File: config.mk
export PLATFORM = sky130hd
export DESIGN_NAME = mdio_master
export DESIGN_NICKNAME = d
export VERILOG_FILES = /design/src/rtl/mdio_pkg.sv /design/src/rtl/mdio_half_timer.sv /design/src/rtl/mdio_slot_decode.sv /design/src/rtl/mdio_frame_seq.sv /design/src/rtl/mdio_master.sv
export SDC_FILE = /design/constraint.sdc
export NUM_CORES = 1
export LEC_CHECK = 0
export BUFFER_PORTS_ARGS = -buffer_cell sky130_fd_sc_hd__buf_2
export CORE_ASPECT_RATIO = 1.25
export CORE_MARGIN = 5
export CORE_UTILIZATION = 30
export CTS_CLUSTER_SIZE = 20
export DETAILED_ROUTE_END_ITERATION = 7
export RECOVER_POWER = 50
export SLEW_MARGIN = 0
export SYNTH_ARGS = -nofsm -noshare
export SYNTH_HDL_FRONTEND = slang
export SYNTH_SLANG_ARGS = --single-unit
File: constraint.sdc
create_clock -name clk -period 4.92 [get_ports clk]
set_input_delay 0.738 -clock clk [delete_from_list [all_inputs] [get_ports clk]]
set_output_delay 0.738 -clock clk [all_outputs]
set_load 0.02 [all_outputs]
File: src/rtl/mdio_pkg.sv
package mdio_pkg;
    localparam int ADDR_W    = 5;
    localparam int DATA_W    = 16;
    localparam int PRE_BITS  = 40;
    localparam int AOFF_W    = $clog2(ADDR_W);
    localparam int DOFF_W    = $clog2(DATA_W);

    // slot positions, one slot per MDC pulse
    localparam int ST_SLOT   = PRE_BITS;
    localparam int OP_SLOT   = ST_SLOT + 2;
    localparam int PA_SLOT   = OP_SLOT + 2;
    localparam int RA_SLOT   = PA_SLOT + ADDR_W;
    localparam int TA_SLOT   = RA_SLOT + ADDR_W;
    localparam int WD_SLOT   = TA_SLOT + 2;
    localparam int RD_SLOT   = TA_SLOT + 1;
    localparam int W_LAST    = WD_SLOT + DATA_W;
    localparam int R_LAST    = RD_SLOT + DATA_W;
    localparam int NUM_SLOTS = W_LAST + 1;
    localparam int SLOT_W    = $clog2(NUM_SLOTS);

    typedef logic [SLOT_W-1:0] slot_t;

    localparam slot_t S_ST = slot_t'(ST_SLOT);
    localparam slot_t S_OP = slot_t'(OP_SLOT);
    localparam slot_t S_PA = slot_t'(PA_SLOT);
    localparam slot_t S_RA = slot_t'(RA_SLOT);
    localparam slot_t S_TA = slot_t'(TA_SLOT);
    localparam slot_t S_WD = slot_t'(WD_SLOT);
    localparam slot_t S_RD = slot_t'(RD_SLOT);
    localparam slot_t S_WL = slot_t'(W_LAST);
    localparam slot_t S_RL = slot_t'(R_LAST);

    typedef enum logic {
        SEQ_IDLE = 1'b0,
        SEQ_RUN  = 1'b1
    } seq_state_e;
endpackage

File: src/rtl/mdio_half_timer.sv
module mdio_half_timer #(
    parameter int HALF_DIV = 10
) (
    input  logic clk,
    input  logic rst,
    input  logic run_i,
    output logic tick_o
);
    localparam int CW = (HALF_DIV > 1) ? $clog2(HALF_DIV) : 1;
    localparam logic [CW-1:0] LIMIT = CW'(HALF_DIV - 1);

    logic [CW-1:0] cnt_d, cnt_q;

    always_comb begin
        tick_o = run_i && (cnt_q == LIMIT);
        if (!run_i || tick_o) cnt_d = '0;
        else                  cnt_d = cnt_q + 1'b1;
    end

    always_ff @(posedge clk) begin
        if (rst) cnt_q <= '0;
        else     cnt_q <= cnt_d;
    end


    cnt_range_chk: assert property (@(posedge clk) disable iff (rst)
        cnt_q <= LIMIT);


    cnt_idle_clear_chk: assert property (@(posedge clk) disable iff (rst)
        !run_i |=> (cnt_q == '0));
endmodule

File: src/rtl/mdio_slot_decode.sv
module mdio_slot_decode
    import mdio_pkg::*;
(
    input  slot_t             idx_i,
    input  logic              rd_i,
    input  logic [ADDR_W-1:0] phy_i,
    input  logic [ADDR_W-1:0] regad_i,
    input  logic [DATA_W-1:0] wdata_i,
    output logic              drv_o,
    output logic              val_o
);
    slot_t             off_pa, off_ra, off_wd;
    logic [ADDR_W-1:0] phy_sh, reg_sh;
    logic [DATA_W-1:0] wd_sh;

    always_comb begin
        off_pa = idx_i - S_PA;
        off_ra = idx_i - S_RA;
        off_wd = idx_i - S_WD;
        phy_sh = phy_i   << off_pa[AOFF_W-1:0];
        reg_sh = regad_i << off_ra[AOFF_W-1:0];
        wd_sh  = wdata_i << off_wd[DOFF_W-1:0];
        drv_o  = 1'b0;
        val_o  = 1'b0;
        if (idx_i < S_ST) begin
            drv_o = 1'b1;
            val_o = 1'b1;
        end else if (idx_i < S_OP) begin
            drv_o = 1'b1;
            val_o = (idx_i != S_ST);
        end else if (idx_i < S_PA) begin
            drv_o = 1'b1;
            val_o = (idx_i == S_OP) ? rd_i : !rd_i;
        end else if (idx_i < S_RA) begin
            drv_o = 1'b1;
            val_o = phy_sh[ADDR_W-1];
        end else if (idx_i < S_TA) begin
            drv_o = 1'b1;
            val_o = reg_sh[ADDR_W-1];
        end else if (rd_i) begin
            drv_o = 1'b0;
        end else if (idx_i < S_WD) begin
            drv_o = 1'b1;
            val_o = (idx_i == S_TA);
        end else if (idx_i < S_WL) begin
            drv_o = 1'b1;
            val_o = wd_sh[DATA_W-1];
        end
    end
endmodule

File: src/rtl/mdio_frame_seq.sv
module mdio_frame_seq
    import mdio_pkg::*;
(
    input  logic              clk,
    input  logic              rst,
    input  logic              req_valid_i,
    output logic              req_ready_o,
    input  logic              req_read_i,
    input  logic [ADDR_W-1:0] req_phy_i,
    input  logic [ADDR_W-1:0] req_reg_i,
    input  logic [DATA_W-1:0] req_wdata_i,
    output logic              done_o,
    output logic [DATA_W-1:0] rdata_o,
    input  logic              tick_i,
    output logic              run_o,
    output logic              mdc_o,
    output logic              mdio_o_o,
    output logic              mdio_oe_o,
    input  logic              mdio_i
);
    typedef struct packed {
        seq_state_e        st;
        logic              rd;
        logic [ADDR_W-1:0] phy;
        logic [ADDR_W-1:0] regad;
        logic [DATA_W-1:0] wdata;
        logic [DATA_W-1:0] rdata;
        slot_t             idx;
        logic              hi;
        logic              mdc;
        logic              done;
    } seq_t;

    seq_t q, d;
    logic drv, val;
    logic last_slot, rd_sample;

    mdio_slot_decode u_dec (
        .idx_i   (q.idx),
        .rd_i    (q.rd),
        .phy_i   (q.phy),
        .regad_i (q.regad),
        .wdata_i (q.wdata),
        .drv_o   (drv),
        .val_o   (val)
    );

    always_comb begin
        d         = q;
        d.done    = 1'b0;
        last_slot = (q.idx == (q.rd ? S_RL : S_WL));
        rd_sample = q.rd && (q.idx >= S_RD) && (q.idx < S_RL);
        case (q.st)
            SEQ_IDLE: begin
                if (req_valid_i) begin
                    d.st    = SEQ_RUN;
                    d.rd    = req_read_i;
                    d.phy   = req_phy_i;
                    d.regad = req_reg_i;
                    d.wdata = req_wdata_i;
                    d.idx   = '0;
                    d.hi    = 1'b0;
                    d.mdc   = 1'b0;
                end
            end
            SEQ_RUN: begin
                if (tick_i) begin
                    if (!q.hi) begin
                        d.hi  = 1'b1;
                        d.mdc = 1'b1;
                    end else begin
                        d.hi  = 1'b0;
                        d.mdc = 1'b0;
                        if (rd_sample) d.rdata = {q.rdata[DATA_W-2:0], mdio_i};
                        if (last_slot) begin
                            d.st   = SEQ_IDLE;
                            d.done = 1'b1;
                            d.idx  = '0;
                        end else begin
                            d.idx = q.idx + 1'b1;
                        end
                    end
                end
            end
            default: d.st = SEQ_IDLE;
        endcase
    end

    always_ff @(posedge clk) begin
        if (rst) q <= '0;
        else     q <= d;
    end

    assign run_o       = (q.st == SEQ_RUN);
    assign req_ready_o = (q.st == SEQ_IDLE);
    assign done_o      = q.done;
    assign rdata_o     = q.rdata;
    assign mdc_o       = q.mdc;
    assign mdio_oe_o   = run_o && drv;
    assign mdio_o_o    = run_o && drv && val;


    idle_mdc_low_chk: assert property (@(posedge clk) disable iff (rst)
        req_ready_o |-> (!mdc_o && !mdio_oe_o));


    line_stable_high_chk: assert property (@(posedge clk) disable iff (rst)
        (mdc_o && $past(mdc_o)) |-> ($stable(mdio_oe_o) && $stable(mdio_o_o)));


    done_pulse_chk: assert property (@(posedge clk) disable iff (rst)
        done_o |=> !done_o);


    take_busy_chk: assert property (@(posedge clk) disable iff (rst)
        (req_valid_i && req_ready_o) |=> !req_ready_o);


    done_ready_chk: assert property (@(posedge clk) disable iff (rst)
        done_o |-> req_ready_o);


    rdata_hold_chk: assert property (@(posedge clk) disable iff (rst)
        (req_ready_o && !req_valid_i) |=> $stable(rdata_o));
endmodule

File: src/rtl/mdio_master.sv
module mdio_master #(
    parameter int HALF_DIV = 10
) (
    input  logic        clk,
    input  logic        rst,
    input  logic        req_valid,
    output logic        req_ready,
    input  logic        req_read,
    input  logic [4:0]  req_phy,
    input  logic [4:0]  req_reg,
    input  logic [15:0] req_wdata,
    output logic        rsp_done,
    output logic [15:0] rsp_rdata,
    output logic        mdc,
    output logic        mdio_o,
    output logic        mdio_oe,
    input  logic        mdio_i
);
    logic tick, run;

    mdio_half_timer #(.HALF_DIV(HALF_DIV)) u_tmr (
        .clk    (clk),
        .rst    (rst),
        .run_i  (run),
        .tick_o (tick)
    );

    mdio_frame_seq u_seq (
        .clk         (clk),
        .rst         (rst),
        .req_valid_i (req_valid),
        .req_ready_o (req_ready),
        .req_read_i  (req_read),
        .req_phy_i   (req_phy),
        .req_reg_i   (req_reg),
        .req_wdata_i (req_wdata),
        .done_o      (rsp_done),
        .rdata_o     (rsp_rdata),
        .tick_i      (tick),
        .run_o       (run),
        .mdc_o       (mdc),
        .mdio_o_o    (mdio_o),
        .mdio_oe_o   (mdio_oe),
        .mdio_i      (mdio_i)
    );
endmodule

* Yosys cells after proc, flatten, opt, wreduce, memory -nomap -nowiden
Index checks and enable logic that the tools add are counted.
Storage, ports and cells: flip-flop bits (word level) 58, input port bits 31, output and inout bits 21, word-level logic and storage cells 84
Cells by class: add/sub/neg operators 5, $lt $le $gt $ge 9, equal/unequal tests 8, shifts and indexed selects 3, mux-type cells 31, bitwise operators 3, reductions and logical operators 14
Operator list (number):
- less-than comparator 7 x 6 -> 1 bit, second input constant | 6
- 2-to-1 mux 28 bit | 1
- 2-to-1 mux 1 bit | 22
- one-hot mux 9 bit (2 select lines) | 1
- << shifter 16 x 4 -> 16 bit | 1
- equality test 7 x 6 -> 1 bit, second input constant | 2
- less-than comparator 7 bit, second input constant | 2
- 2-to-1 mux 7 bit | 2
- 2-to-1 mux 10 bit | 1
- << shifter 5 x 3 -> 5 bit | 2
- 2-to-1 mux 9 bit | 1
- adder 7 x 1 -> 7 bit, second input constant | 1
- equality test 7 bit | 1
- greater-or-equal comparator 7 x 6 -> 1 bit, second input constant | 1
- inequality test 7 x 6 -> 1 bit, second input constant | 1
- inequality test 2 bit, second input constant | 3
- logical AND 1 bit | 5
- adder 4 x 1 -> 4 bit, second input constant | 1
- equality test 4 bit, second input constant | 1
- 2-to-1 mux 4 bit | 1
- AND reduction 2 bit | 2
- AND reduction 4 bit | 1
- OR reduction 4 bit | 1
- subtractor 4 bit, second input constant | 1
- other kinds (9) | 12

* Longest topological paths before layout
word-level depth 11, mapped depth 9, gate-level depth less buffers 7

* Modules after synthesis
From an unflattened synthesis, not the netlist that was laid out.
Unflattened totals: cells, all modules 321, area, all modules 2821.5 µm²
Modules (own cells, without submodules):
- mdio_frame_seq | times used 1, cells each 249, area an instance 2212.1 µm², sequential area each 1061.0 µm²
- mdio_slot_decode | times used 1, cells each 54, area an instance 429.2 µm², sequential area each 0.0 µm²
- mdio_half_timer | times used 1, cells each 18, area an instance 180.2 µm², sequential area each 80.1 µm²

* Worst setup path before layout
No wires, ideal clock.
path kind reg-to-output, start reg u_seq.q[3] in the netlist's numbering, end out mdio_o, arrival time 1.739 ns, required time 4.182 ns, path slack 2.443 ns, cell stages (with the launch flop) 10, path buffers 2, path through dfxtp_1 buf_6 buf_8 inv_1 ha_1 mux4_2 nand2_1 o21ai_0 a21oi_1 a211oi_2
Between the ends: longest elaborated chain between the ends 11, elaborated cells between the ends (all ways) 35, those cells by class add/sub: 3; order compare: 7; eq/ne: 3; shift: 3; mux: 17; reduce/logical: 2
Ends and longest elaborated chain:
- start, declared | RTL line mdio_frame_seq.sv:34 | seq_t q, d;
- start signal, assigned | RTL line mdio_frame_seq.sv:90 | if (rst) q <= '0;
- start signal, assigned | RTL line mdio_frame_seq.sv:91 | else q <= d;
- subtractor 4 bit / less-than comparator 7 bit (equally long branches) | RTL line mdio_slot_decode.sv:19, mdio_slot_decode.sv:45
- << shifter 16 x 4 -> 16 bit / 2-to-1 mux 1 bit (equally long branches) | RTL line mdio_slot_decode.sv:22, mdio_slot_decode.sv:45
- 2-to-1 mux 1 bit (on tied branches) | RTL line mdio_slot_decode.sv:45, mdio_slot_decode.sv:42
- 2-to-1 mux 1 bit (on tied branches) | RTL line mdio_slot_decode.sv:42, mdio_slot_decode.sv:40
- 2-to-1 mux 1 bit (on tied branches) | RTL line mdio_slot_decode.sv:40, mdio_slot_decode.sv:37
- 2-to-1 mux 1 bit (on tied branches) | RTL line mdio_slot_decode.sv:37, mdio_slot_decode.sv:34
- 2-to-1 mux 1 bit (on tied branches) | RTL line mdio_slot_decode.sv:34, mdio_slot_decode.sv:31
- 2-to-1 mux 1 bit (on tied branches) | RTL line mdio_slot_decode.sv:31, mdio_slot_decode.sv:28
- 2-to-1 mux 1 bit (on tied branches) | RTL line mdio_slot_decode.sv:28, mdio_slot_decode.sv:25
- 2-to-1 mux 1 bit / logical AND 1 bit (equally long branches) | RTL line mdio_slot_decode.sv:25, mdio_frame_seq.sv:100
- logical AND 1 bit (*) | RTL line mdio_frame_seq.sv:100 | assign mdio_o_o = run_o && drv && val;
- end, declared | RTL line mdio_master.sv:15 | output logic mdio_o,
Every way passes the cells marked *; elsewhere a longest branch is shown, timed or not.

* Worst setup path after layout
Same ends and word-level chain as after synthesis.

==> metrics.txt <==
# TYPE chip_impl_metric gauge
chip_impl_info{name="status",value="finished, violations left"} 1
chip_impl_info{name="violations",value="max-capacitance violations, max-slew violations"} 1
chip_impl_metric{name="post-cts-setup-buffer-count",unit=""} 0
chip_impl_metric{name="count_of_input_and_output_buffers",unit=""} 51
chip_impl_metric{name="post_route_clock_period_utilization",unit="%"} 68.3
chip_impl_metric{name="min_path_cells",unit=""} 2
chip_impl_metric{name="globalRoute.totalOverflow",unit=""} 0
chip_impl_info{name="netlist_top_cells_count",value="nand2_1, dfxtp_1, a21oi_1"} 1
chip_impl_metric{name="antenna_cells_inserted",unit=""} 0
chip_impl_metric{name="ios",unit=""} 52
chip_impl_metric{name="die_height",unit="um"} 118
chip_impl_info{name="setup.worst_path.end_class",value="output pin"} 1
chip_impl_metric{name="worst_case_clock_buffer_depth",unit=""} 2
chip_impl_info{name="synth.most_common_cell",value="nand2_1"} 1
chip_impl_metric{name="max_cap_violations",unit=""} 1
chip_impl_info{name="synth.area.top_cells",value="dfxtp_1, nand2_1, mux2i_1"} 1
chip_impl_metric{name="powerDensity",unit="nW/um^2"} 346
chip_impl_metric{name="path_clk_slew",unit="ps"} 50
chip_impl_metric{name="worst_ir_drop_vdd",unit="V"} 0.000186
chip_impl_info{name="cts_tree",value="yes"} 1
chip_impl_metric{name="maximum_number_of_pins_on_one_net_before_global_route_repair",unit=""} 51
chip_impl_metric{name="core_region_area",unit="um^2"} 9170
chip_impl_metric{name="timing.final.setup_violations",unit=""} 0
chip_impl_metric{name="design.final.nets",unit=""} 376
chip_impl_metric{name="synth-edff-count",unit=""} 0
chip_impl_metric{name="syn-cell-area",unit="um^2"} 2820
chip_impl_metric{name="cts_resized",unit=""} 0
chip_impl_metric{name="path_max_fanout",unit=""} 19
chip_impl_info{name="hold_path_class",value="flop to flop"} 1
chip_impl_metric{name="antenna_found_initial",unit=""} 0
chip_impl_metric{name="max_clock_freq",unit="MHz"} 298
chip_impl_metric{name="register_bit_total_from_synthesis",unit=""} 57
chip_impl_metric{name="timing.final.max_slew_violations",unit=""} 51
chip_impl_metric{name="clkLatencyLatePin",unit="ps"} 320
chip_impl_info{name="type_of_element_launching_the_critical_path",value="flop"} 1
chip_impl_metric{name="postLayoutCoreUtil",unit="%"} 35.1
chip_impl_metric{name="synth-seq-area-share",unit="%"} 40.5
chip_impl_metric{name="critical_path.max_stage_delay",unit="ps"} 760
chip_impl_metric{name="met2WireLength",unit="um"} 2740
chip_impl_metric{name="dr_wl_met3",unit="um"} 302
chip_impl_metric{name="synth.net_count",unit=""} 352
chip_impl_info{name="clock-root-buffer",value="clkbuf_16"} 1
chip_impl_metric{name="via_count",unit=""} 2159
chip_impl_metric{name="die_area",unit="um^2"} 11400
chip_impl_metric{name="final_antenna_net_count",unit=""} 0
chip_impl_info{name="path_cells",value="inv_1 > ha_1 > mux4_2 > nand2_1 > o21ai_0 > a21oi_1 > a211oi_2 > buf_2"} 1
chip_impl_info{name="cell_type_contributing_the_most_total_cell_area_after_synthesis",value="dfxtp_1"} 1
chip_impl_metric{name="dp.final_hpwl",unit="um"} 4130
chip_impl_metric{name="max_slew_margin_vs_limit",unit="%"} -26.2
chip_impl_metric{name="wp_data_required",unit="ps"} 4180
chip_impl_metric{name="grt_pass1_vias",unit=""} 2152
chip_impl_metric{name="reg2regPathDepth",unit=""} 6
chip_impl_info{name="rsz_0062_raised_after_global_routing",value="no"} 1
chip_impl_metric{name="areaGrowthSynthToFinish",unit="%"} 14.4
chip_impl_metric{name="initial_core_util",unit="%"} 30.7
chip_impl_metric{name="finalCriticalPeriod",unit="ps"} 3360
chip_impl_metric{name="detail_route.vias_per_cell",unit=""} 4.61
chip_impl_metric{name="drt-total-wl",unit="um"} 5710
chip_impl_metric{name="die_x",unit="um"} 96.7
chip_impl_metric{name="power_leakage",unit="nW"} 1.21
chip_impl_metric{name="postCtsHoldBufs",unit=""} 0
chip_impl_metric{name="post_route_setup_tns",unit="ps"} 0
chip_impl_info{name="postSynth.topFlopCell",value="dfxtp_1"} 1
chip_impl_metric{name="post_drt_wl_per_cell",unit="um"} 12.2
chip_impl_metric{name="hold_violations",unit=""} 0
chip_impl_metric{name="final-instance-count-excl-fill",unit=""} 468
chip_impl_metric{name="grt_pass1_wl",unit="um"} 9870
chip_impl_info{name="timing.setup.critical_path_class",value="flop to output pin"} 1
chip_impl_metric{name="global_route.usage.total",unit="%"} 10.3
chip_impl_metric{name="clock_sinks",unit=""} 57
chip_impl_metric{name="first_iter_violations",unit=""} 88
chip_impl_metric{name="synth_warnings",unit=""} 0
chip_impl_metric{name="clock_buffers_created_by_tritoncts",unit=""} 9
chip_impl_metric{name="first_pass_iters",unit=""} 4
chip_impl_metric{name="place.detailed.instances",unit=""} 452
chip_impl_metric{name="yosys.cell_types.count",unit=""} 52
chip_impl_metric{name="rows",unit=""} 39
chip_impl_metric{name="detail_route.wirelength.met1",unit="um"} 2590
chip_impl_metric{name="report.power.total",unit="mW"} 1.12
chip_impl_metric{name="worst_ep_arrival_time",unit="ps"} 2620
chip_impl_metric{name="cts_max_level",unit=""} 3
chip_impl_metric{name="gp_congestion",unit=""} 0.916
chip_impl_metric{name="max_slew.worst_pin.slew",unit="ps"} 1890
chip_impl_info{name="routed.top_layer",value="met4"} 1
chip_impl_info{name="critical_path.slowest_cell",value="dfxtp_1"} 1
chip_impl_metric{name="post_synth.cell_area_avg",unit="um^2"} 8.92
chip_impl_metric{name="drive_above_1_share",unit="%"} 16.8
chip_impl_metric{name="synth-async-reset-ratio",unit="%"} 0
chip_impl_metric{name="synthDominantCellAreaShare",unit="%"} 40.5
chip_impl_metric{name="worst_clock_skew",unit="ps"} 6.45
chip_impl_metric{name="syn_inst",unit=""} 316
chip_impl_metric{name="drt_drc_violations_left",unit=""} 0
-- layout by cell type, fill, tap and decap left out, types with 5 or more instances in the layout --
cell	n
dfxtp_1	57
xnor2_1	6
clkbuf_1	19
mux2i_1	18
nor2_1	15
o21ai_0	6
ha_1	5
buf_2	32
nand3_1	5
inv_1	6
clkbuf_16	9
nand2b_1	18
a21oi_1	35
nand2_1	60
-- final cells by class --
cell class | instances | area [um^2]
well taps | 123 | 154
multi-input cells | 215 | 1400
flip-flops and latches | 57 | 1140
repair buffers | 51 | 231
clock buffers | 9 | 225
inverters | 6 | 22.5
clock inverters | 7 | 46.3
fillers | 1007 | 5950
-- registers in the layout, summed over array words and instances (netlist names) --
name and count:
u_seq.mdc_o 1, u_seq.run_o 1, u_seq.done_o 1, u_seq.rdata_o 16, u_seq.q 34, u_tmr.cnt_q 4
-- worst paths after layout --
kind	slack, ps	endpoint	start
worst max-delay path	1560	mdio_o	u_seq.q[3]
worst min-delay path	450	u_seq.q[48]	u_seq.q[48]
worst max register to register	2160	u_seq.rdata_o[9]	u_seq.q[3]
worst min register to register	450	u_seq.q[48]	u_seq.q[48]
-- layer usage --
metal	vias to the layer above	global-route usage, %
met2	57	16.8
met1	985	12.8
met4	0	4.48
met5	-	0
li1	1112	-
met3	5	3.01
-- cells by family (layout without fill, tap and decap cells) --
family	count (synthesis)	after routing	synth area share, %
AND/OR/NAND/NOR	120	120	21.2
buffers and inverters	44	73	9.72
XOR/XNOR	9	9	2.80
multiplexers	24	24	11.2
AO/OA/AOI/OAI	57	57	12.4
flip-flops	57	57	40.5
adder cells (fa/ha/maj)	5	5	2.22
-- through the flow --
stage	hold WS, ps	cell area, um^2	worst slack, ps
4_1_cts	453	3250	1550
3_3_place_gp	443	2980	2010
2_1_floorplan	432	2820	2440
3_5_place_dp	446	2980	1900
5_1_grt	472	3220	1350
6_report	451	3220	1560
-- power breakdown --
group	switching (mW)	internal, mW	total, mW
sequential	0.0131	0.477	0.490
combinational	0.0410	0.0351	0.0762
clock	0.212	0.338	0.550
total	0.266	0.850	1.12
-- worst max-delay path, delay by kind of cell, from the launching register on --
kind                     cells  cell delay (ps)
AO/OA/AOI/OAI                3              400
adder cells (fa/ha/maj)      1              380
buffers and inverters        2              370
flip-flops                   1              760
multiplexers                 1              300
AND/OR/NAND/NOR              1               80
Note: power is estimated with default switching activity, not from simulation.
